$ cat src/rtl/apx_pkg.sv
package apx_pkg;
  localparam int unsigned ADDR_W   = 32;
  localparam int unsigned PAGE_W   = 12;
  localparam int unsigned DIR_LSB  = 22;
  localparam int unsigned VPN_W    = ADDR_W - PAGE_W;
  localparam int unsigned WIN_W    = ADDR_W - DIR_LSB;
  localparam int unsigned SEL_W    = 6;
  localparam int unsigned PRES_BIT = 8;
  localparam int unsigned FLUSH_BIT = 7;

  localparam logic [7:0] CODE_256M = 8'd0;
  localparam logic [7:0] CODE_128M = 8'd32;
  localparam logic [7:0] CODE_64M  = 8'd48;
  localparam logic [7:0] CODE_32M  = 8'd56;

  typedef enum logic [0:0] {ST_IDLE, ST_WALK} walk_state_e;

  typedef struct packed {
    logic             present;
    logic [VPN_W-1:0] base;
  } dir_entry_t;
endpackage

$ cat src/rtl/apx_window.sv
module apx_window
  import apx_pkg::*;
#(
  parameter int unsigned DIR_ENTRIES = 64
) (
  input  logic [7:0]                       code_i,
  input  logic [WIN_W-1:0]                 base_hi_i,
  input  logic [WIN_W-1:0]                 addr_hi_i,
  output logic                             in_range_o,
  output logic [$clog2(DIR_ENTRIES)-1:0]   dir_idx_o
);
  localparam int unsigned IDX_W = $clog2(DIR_ENTRIES);
  localparam int unsigned CNT_W = IDX_W + 1;

  logic [CNT_W-1:0] used_cnt;
  logic [WIN_W:0]   diff;

  always_comb begin
    unique case (code_i)
      CODE_256M: used_cnt = CNT_W'(DIR_ENTRIES);
      CODE_128M: used_cnt = CNT_W'(DIR_ENTRIES / 2);
      CODE_64M:  used_cnt = CNT_W'(DIR_ENTRIES / 4);
      CODE_32M:  used_cnt = CNT_W'(DIR_ENTRIES / 8);
      default:   used_cnt = '0;
    endcase
  end

  // borrow bit flags addresses below the base
  assign diff       = {1'b0, addr_hi_i} - {1'b0, base_hi_i};
  assign in_range_o = !diff[WIN_W] && (diff[WIN_W-1:0] < WIN_W'(used_cnt));
  assign dir_idx_o  = diff[IDX_W-1:0];
endmodule

$ cat src/rtl/apx_dir.sv
module apx_dir
  import apx_pkg::*;
#(
  parameter int unsigned ENTRIES = 64
) (
  input  logic                         clk_i,
  input  logic                         rst_ni,
  input  logic                         wr_en_i,
  input  logic [ADDR_W-1:0]            wr_data_i,
  input  logic [$clog2(ENTRIES)-1:0]   rd_idx_i,
  output dir_entry_t                   rd_entry_o
);
  dir_entry_t ent_q [ENTRIES];
  dir_entry_t wr_ent;
  logic       unused_wr_bits;

  assign wr_ent.present = wr_data_i[PRES_BIT];
  assign wr_ent.base    = wr_data_i[ADDR_W-1:PAGE_W];
  assign unused_wr_bits = ^{wr_data_i[PAGE_W-1:PRES_BIT+1], wr_data_i[PRES_BIT-1:SEL_W]};

  always_ff @(posedge clk_i or negedge rst_ni) begin
    if (!rst_ni) begin
      for (int i = 0; i < int'(ENTRIES); i++) ent_q[i] <= '0;
    end else if (wr_en_i) begin
      for (int i = 0; i < int'(ENTRIES); i++)
        if (wr_data_i[SEL_W-1:0] == SEL_W'(i)) ent_q[i] <= wr_ent;
    end
  end

  assign rd_entry_o = ent_q[rd_idx_i];
endmodule

$ cat src/rtl/apx_tlb.sv
module apx_tlb #(
  parameter int unsigned ENTRIES = 4,
  parameter int unsigned TAG_W   = 20,
  parameter int unsigned DATA_W  = 20
) (
  input  logic              clk_i,
  input  logic              rst_ni,
  input  logic              flush_i,
  input  logic [TAG_W-1:0]  lk_tag_i,
  output logic              hit_o,
  output logic [DATA_W-1:0] hit_data_o,
  input  logic              fill_i,
  input  logic [TAG_W-1:0]  fill_tag_i,
  input  logic [DATA_W-1:0] fill_data_i
);
  localparam int unsigned PTR_W = (ENTRIES > 1) ? $clog2(ENTRIES) : 1;

  logic [ENTRIES-1:0] vld_q;
  logic [TAG_W-1:0]   tag_q [ENTRIES];
  logic [DATA_W-1:0]  dat_q [ENTRIES];
  logic [PTR_W-1:0]   ptr_q;
  logic [ENTRIES-1:0] match;

  for (genvar g = 0; g < int'(ENTRIES); g++) begin : g_cmp
    assign match[g] = vld_q[g] && (tag_q[g] == lk_tag_i);
  end

  assign hit_o = |match;

  always_comb begin
    hit_data_o = '0;
    for (int i = 0; i < int'(ENTRIES); i++)
      if (match[i]) hit_data_o = hit_data_o | dat_q[i];
  end

  always_ff @(posedge clk_i or negedge rst_ni) begin
    if (!rst_ni) begin
      vld_q <= '0;
      ptr_q <= '0;
      for (int i = 0; i < int'(ENTRIES); i++) begin
        tag_q[i] <= '0;
        dat_q[i] <= '0;
      end
    end else if (flush_i) begin
      vld_q <= '0;
    end else if (fill_i) begin
      vld_q[ptr_q] <= 1'b1;
      tag_q[ptr_q] <= fill_tag_i;
      dat_q[ptr_q] <= fill_data_i;
      ptr_q        <= (ptr_q == PTR_W'(ENTRIES - 1)) ? '0 : ptr_q + 1'b1;
    end
  end
endmodule

$ cat src/rtl/aperture_xlat.sv
module aperture_xlat
  import apx_pkg::*;
#(
  parameter int unsigned DIR_ENTRIES = 64,
  parameter int unsigned TLB_ENTRIES = 4
) (
  input  logic        clk_i,
  input  logic        rst_ni,
  input  logic [31:0] aper_base_i,
  input  logic [7:0]  aper_code_i,
  input  logic        dir_wr_i,
  input  logic [31:0] dir_wdata_i,
  input  logic        ctl_wr_i,
  input  logic [31:0] ctl_wdata_i,
  input  logic        req_valid_i,
  output logic        req_ready_o,
  input  logic [31:0] req_addr_i,
  output logic        rsp_valid_o,
  output logic [31:0] rsp_addr_o,
  output logic        rsp_fault_o,
  output logic        rsp_range_o,
  output logic        mem_req_o,
  output logic [31:0] mem_addr_o,
  input  logic        mem_rvalid_i,
  input  logic [31:0] mem_rdata_i
);
  localparam int unsigned IDX_W = $clog2(DIR_ENTRIES);
  localparam int unsigned ENT_W = DIR_LSB - PAGE_W;

  walk_state_e         state_q;
  logic                in_range;
  logic [IDX_W-1:0]    dir_idx;
  dir_entry_t          dir_ent;
  logic                tlb_hit;
  logic [VPN_W-1:0]    tlb_frame;
  logic                tlb_fill;
  logic                flush;
  logic                ctl_last_q;
  logic                accept;
  logic [ADDR_W-1:0]   pend_q;
  logic                rsp_valid_q, rsp_fault_q, rsp_range_q;
  logic [ADDR_W-1:0]   rsp_addr_q;
  logic                mem_req_q;
  logic [ADDR_W-1:0]   mem_addr_q;
  logic                unused_bits;

  assign unused_bits = ^{aper_base_i[DIR_LSB-1:0], ctl_wdata_i[31:FLUSH_BIT+1],
                         ctl_wdata_i[FLUSH_BIT-1:0], mem_rdata_i[PAGE_W-1:1]};

  apx_window #(.DIR_ENTRIES(DIR_ENTRIES)) i_window (
    .code_i     (aper_code_i),
    .base_hi_i  (aper_base_i[ADDR_W-1:DIR_LSB]),
    .addr_hi_i  (req_addr_i[ADDR_W-1:DIR_LSB]),
    .in_range_o (in_range),
    .dir_idx_o  (dir_idx)
  );

  apx_dir #(.ENTRIES(DIR_ENTRIES)) i_dir (
    .clk_i      (clk_i),
    .rst_ni     (rst_ni),
    .wr_en_i    (dir_wr_i),
    .wr_data_i  (dir_wdata_i),
    .rd_idx_i   (dir_idx),
    .rd_entry_o (dir_ent)
  );

  apx_tlb #(.ENTRIES(TLB_ENTRIES), .TAG_W(VPN_W), .DATA_W(VPN_W)) i_tlb (
    .clk_i       (clk_i),
    .rst_ni      (rst_ni),
    .flush_i     (flush),
    .lk_tag_i    (req_addr_i[ADDR_W-1:PAGE_W]),
    .hit_o       (tlb_hit),
    .hit_data_o  (tlb_frame),
    .fill_i      (tlb_fill),
    .fill_tag_i  (pend_q[ADDR_W-1:PAGE_W]),
    .fill_data_i (mem_rdata_i[ADDR_W-1:PAGE_W])
  );

  // flush fires on a clear-to-set transition of the control bit
  assign flush = ctl_wr_i && ctl_wdata_i[FLUSH_BIT] && !ctl_last_q;

  always_ff @(posedge clk_i or negedge rst_ni) begin
    if (!rst_ni) ctl_last_q <= 1'b0;
    else if (ctl_wr_i) ctl_last_q <= ctl_wdata_i[FLUSH_BIT];
  end

  assign req_ready_o = (state_q == ST_IDLE);
  assign accept      = req_valid_i && req_ready_o;
  assign tlb_fill    = (state_q == ST_WALK) && mem_rvalid_i && mem_rdata_i[0];

  always_ff @(posedge clk_i or negedge rst_ni) begin
    if (!rst_ni) begin
      state_q     <= ST_IDLE;
      pend_q      <= '0;
      rsp_valid_q <= 1'b0;
      rsp_fault_q <= 1'b0;
      rsp_range_q <= 1'b0;
      rsp_addr_q  <= '0;
      mem_req_q   <= 1'b0;
      mem_addr_q  <= '0;
    end else begin
      rsp_valid_q <= 1'b0;
      unique case (state_q)
        ST_IDLE: begin
          if (accept) begin
            rsp_fault_q <= 1'b0;
            rsp_range_q <= 1'b0;
            rsp_addr_q  <= '0;
            if (!in_range) begin
              rsp_valid_q <= 1'b1;
              rsp_range_q <= 1'b1;
            end else if (tlb_hit) begin
              rsp_valid_q <= 1'b1;
              rsp_addr_q  <= {tlb_frame, req_addr_i[PAGE_W-1:0]};
            end else if (!dir_ent.present) begin
              rsp_valid_q <= 1'b1;
              rsp_fault_q <= 1'b1;
            end else begin
              state_q    <= ST_WALK;
              pend_q     <= req_addr_i;
              mem_req_q  <= 1'b1;
              mem_addr_q <= {dir_ent.base, req_addr_i[PAGE_W+ENT_W-1:PAGE_W], 2'b00};
            end
          end
        end
        ST_WALK: begin
          if (mem_rvalid_i) begin
            state_q     <= ST_IDLE;
            mem_req_q   <= 1'b0;
            rsp_valid_q <= 1'b1;
            rsp_range_q <= 1'b0;
            if (mem_rdata_i[0]) begin
              rsp_fault_q <= 1'b0;
              rsp_addr_q  <= {mem_rdata_i[ADDR_W-1:PAGE_W], pend_q[PAGE_W-1:0]};
            end else begin
              rsp_fault_q <= 1'b1;
              rsp_addr_q  <= '0;
            end
          end
        end
        default: state_q <= ST_IDLE;
      endcase
    end
  end

  assign rsp_valid_o = rsp_valid_q;
  assign rsp_addr_o  = rsp_addr_q;
  assign rsp_fault_o = rsp_fault_q;
  assign rsp_range_o = rsp_range_q;
  assign mem_req_o   = mem_req_q;
  assign mem_addr_o  = mem_addr_q;
endmodule

$ cat config.mk
export PLATFORM = sky130hd
export DESIGN_NAME = aperture_xlat
export DESIGN_NICKNAME = d
export VERILOG_FILES = /design/src/rtl/apx_pkg.sv /design/src/rtl/apx_window.sv /design/src/rtl/apx_dir.sv /design/src/rtl/apx_tlb.sv /design/src/rtl/aperture_xlat.sv
export SDC_FILE = /design/constraint.sdc
export NUM_CORES = 2
export LEC_CHECK = 0
export BUFFER_PORTS_ARGS = -buffer_cell sky130_fd_sc_hd__buf_2
export CAP_MARGIN = 20
export CORE_ASPECT_RATIO = 0.9
export CORE_MARGIN = 8
export CORE_UTILIZATION = 43
export CTS_CLUSTER_SIZE = 40
export DETAILED_ROUTE_END_ITERATION = 8
export PLACE_DENSITY = 0.67
export SLEW_MARGIN = 30
export SYNTH_ARGS = -nofsm -noshare
export SYNTH_HDL_FRONTEND = slang
export SYNTH_SLANG_ARGS = --single-unit
$ cat constraint.sdc
create_clock -name clk_i -period 3.5 [get_ports clk_i]
set_clock_uncertainty 0.2 [all_clocks]
set_input_delay 0.875 -clock clk_i [delete_from_list [all_inputs] [get_ports clk_i]]
set_output_delay 0.875 -clock clk_i [all_outputs]
set_load 0.05 [all_outputs]
==> results.md <==
- HPWL after detailed placement: 123000 um
- Max Fclk: 253 MHz
- Share of the synthesized area in the top cell type: 54.7%
- Worst Path Arrival: 4410 ps
- Total power divided by cell area: 562 nW/um^2
- Area of the multi-input gates: 31400 sq um
- Tightest slew margin relative to the limit: 44.5%
- Post-placement worst setup slack: -1380 ps
- Number of global-route vias before repair: 45700
- Area post-placement: 79000 sq um
- Sequence of cells on the critical path: buf_8 -> inv_6 -> ha_4 -> fa_4 -> nor2b_4 -> o2111ai_2 -> nand2_2 -> xor2_2 -> ha_2 -> a31o_2 -> a211o_1 -> or4_4 -> nor3_4 -> nor4b_4 -> buf_4 -> buf_12 -> buf_16 -> mux2_4
- Fin nets: 5376
- Horizontal die dimension: 451 um
- Outcome: finished with violations
- Count of H-tree levels built during CTS: 4
- Number of buffers created by CTS: 161
- P_leak: 40.3 nW
- Worst Path Max Fanout: 7
- Die Ht: 407 um
- Number of failing hold endpoints at the final stage: 0
- Gr ovfl total: 0
- Synth Flop Type: dfrtp_1
- Area growth from synthesis to final layout: 15.8%
- Wire length of the first global-routing pass: 294000 um
- Synthesized area per cell: 14.8 sq um
- Floorplan core area: 169000 sq um
- Number of top-level pins: 243
- Layout cell share with drive strength beyond 1: 52.6%
- Flops & latches, synth: 1600
- Setup crit start kind: input port
- Yosys warns: 0
- CP endpoint kind: flop
- Routed length per instance: 25.2 um
- Peak ir drop on the vdd network: 0.000444 V
- Remaining routing DRC violations: 0
- Measured slew at the worst slew-check pin: 833 ps
- Setup repair after global routing missed its margin: yes
- Full die area: 184000 sq um
- Number of violations reported at the end of detailed-routing iteration 0: 3128
- Minimum clock period: 3950 ps
- Total power: 47.6 mW
- Maximum count of clock buffers along a single path: 3
- FF/Latch Area: 40000 sq um
- Worst stage delay on the critical path: 550 ps
- Post-synthesis instance total: 4938
- DR pass1 iterations: 5
- Crit path buf inv count: 5
- Std cell rows: 143
- Global placement routability congestion: 0.832
- Clock latency of the later-clocked register in the worst-skew pair: 800 ps
- Sinks on the clock net: 1600
- Count of cell types in the netlist: 69
- Routed via count: 43300
- # port buffers: 171
- Required time reported for the critical path endpoint: 3960 ps
- Cell taking the most area after synthesis: dfrtp_1
- Worst hold-check path type: input port to flop
- Critical-path top delay cell: or4_4
- Period utilization: 113%
- Share of the core filled with cells in the final layout: 50.2%
- Root Driver: clkbuf_16
- Max_cap viols: 0
- Number of flops mapped to enable cells by yosys: 0
- Final-layout fill cell count: 14200
- Final Slew Violations: 0
- Remaining antenna violation count after routing: 0
- Post-route cell area: 84700 sq um
- CTS tree: yes
- Syn Std Cell Area: 73200 sq um
- Category of the critical setup timing path: input port to flop
- Share of synthesized area occupied by flip-flops and latches: 54.7%
- Pin count of the biggest net entering global routing: 123
- Dominant cells by area after synthesis: dfrtp_1 (55%), mux2_2 (23%), mux4_2 (10%)
- Top delay family on crit path: simple AND/OR/NAND/NOR gates
- Final setup slack of the worst path: -451 ps
- Drt via density: 5.73
- WL final: 190000 um
- Final setup violation count: 86
- Effective utilization at floorplan: 43.3%
- Combined global-route utilization of all metal layers: 20.5%
- Async set-or-reset flop fraction in the synthesized netlist: 100%
- Number of antenna violations at the first check in global routing: 7
- Violations in the final reports: negative setup slack
- Clock-pin slew of the registers on the worst-case setup and hold paths: 60 ps
## state kept, by name (all words and copies together), names as in the netlist
name,count
i_dir.ent_q,1344
rsp_fault_o,1
i_tlb.ptr_q,2
rsp_range_o,1
state_q,1
rsp_valid_o,1
i_tlb.vld_q,4
ctl_last_q,1
i_tlb.tag_q,80
mem_req_o,1
mem_addr_o,20
rsp_addr_o,32
i_tlb.dat_q,80
pend_q,32
## per-layer routing
| metal | wire [um] | vias up | global-route usage, % |
|---|---|---|---|
| met1 | 87100 | 23500 | 29.9 |
| met5 | 0 | - | 0 |
| li1 | - | 18500 | - |
| met2 | 87600 | 1034 | 31.7 |
| met4 | 4500 | 0 | 5.63 |
| met3 | 11000 | 252 | 3.92 |
## final timing paths
| path | endpoint | startpoint | slack, ps | cells after the start |
|---|---|---|---|---|
| min in group asynchronous | i_dir.ent_q[95]$_DFFE_PN0P_ | rst_ni | 420 | 2 |
| worst min register to register | i_tlb.vld_q[2]$_DFFE_PN0P_ | i_tlb.vld_q[2]$_DFFE_PN0P_ | 280 | 2 |
| worst min-delay path | pend_q[9]$_DFFE_PN0P_ | req_addr_i[9] | 130 | 2 |
| worst max register to register | mem_addr_o[18]$_DFFE_PN0P_ | i_tlb.tag_q[59]$_DFFE_PN0P_ | 320 | 11 |
| max in group asynchronous | i_dir.ent_q[775]$_DFFE_PN0P_ | rst_ni | 1620 | 4 |
| worst max-delay path | mem_addr_o[18]$_DFFE_PN0P_ | req_addr_i[22] | -450 | 18 |
## synthesized netlist by cell type (all sizes together), types with 8 or more instances
cell / instances
a21oi: 43
a221oi: 41
a22o: 21
a32oi: 20
and3: 36
buf: 148
clkbuf: 334
dfrtp: 1600
ha: 17
inv: 32
mux2: 1558
mux2i: 83
mux4: 336
nand2: 296
nand2b: 8
nand3: 15
nand4: 14
nor2: 97
nor3: 10
nor4: 13
o21ai: 40
o221ai: 20
o22ai: 21
or2: 8
xnor2: 50
xor2: 35
## where the power goes
part	internal, mW	switching, mW
Combinational	4.40	4.03
Sequential	20.7	1.14
Clock	9.98	7.34
## placed cells by master (no fill, tap or decap), drive strengths merged, types with 8 or more instances in the layout
cell	n
a22o	21
a32oi	20
a21oi	43
mux2i	83
nand4	14
clkbuf	242
clkinv	28
nand2b	8
nor4	13
o221ai	20
bufinv	8
nor3	10
nor2	97
a221oi	41
xor2	35
ha	17
and3	36
mux4	336
xnor2	50
nand3	15
dfrtp	1600
o22ai	21
or2	8
mux2	1558
o21ai	40
buf	561
inv	39
nand2	296
## repair_timing
item	CTS	global route
hold buffers	1	0
gates resized for setup	30	64
gates cloned	3	3
buffers inserted	7	5
pin swaps	8	6
hold endpoints to repair	23	0
setup endpoints to repair	86	88
## metrics by stage
step | std cells | setup TNS (ps) | hold slack, ps
after CTS | 7549 | -23220 | 63.4
after detailed placement | 7254 | -104910 | 267
after global routing | 7554 | -36740 | 93.7
final | 7555 | -28220 | 129
after global placement | 7254 | -99540 | 259
after floorplan | 4939 | -79350 | 247
## cells by family after synthesis
| logic type | count (synthesis) | synth area share, % |
|---|---|---|
| mux | 1977 | 35.7 |
| flops | 1600 | 54.7 |
| simple gates | 518 | 3.14 |
| buf+inv | 514 | 2.85 |
| compound gates | 225 | 2.19 |
| xor+xnor | 85 | 1.05 |
| fa+ha+maj | 18 | 0.318 |
| other cells | 1 | 0.00513 |
## worst register-to-register path, delay by kind of cell, from the launching register on
| kind | cells | cell delay (ps) |
|---|---|---|
| XOR/XNOR | 1 | 150 |
| buffers and inverters | 3 | 450 |
| flip-flops | 1 | 400 |
| multiplexers | 1 | 310 |
| AND/OR/NAND/NOR | 6 | 1530 |
## layout make-up
| class | instances | share of cell area [%] |
|---|---|---|
| multi-input combinational | 2825 | 37.0 |
| clock buffer | 240 | 5.61 |
| timing repair buffer | 564 | 6.02 |
| antenna | 3 | 0.00886 |
| sequential | 1600 | 47.2 |
| inverter | 32 | 0.148 |
| tap | 2247 | 3.32 |
| clock inverter | 44 | 0.610 |
Power figures use the tool's default switching activity.
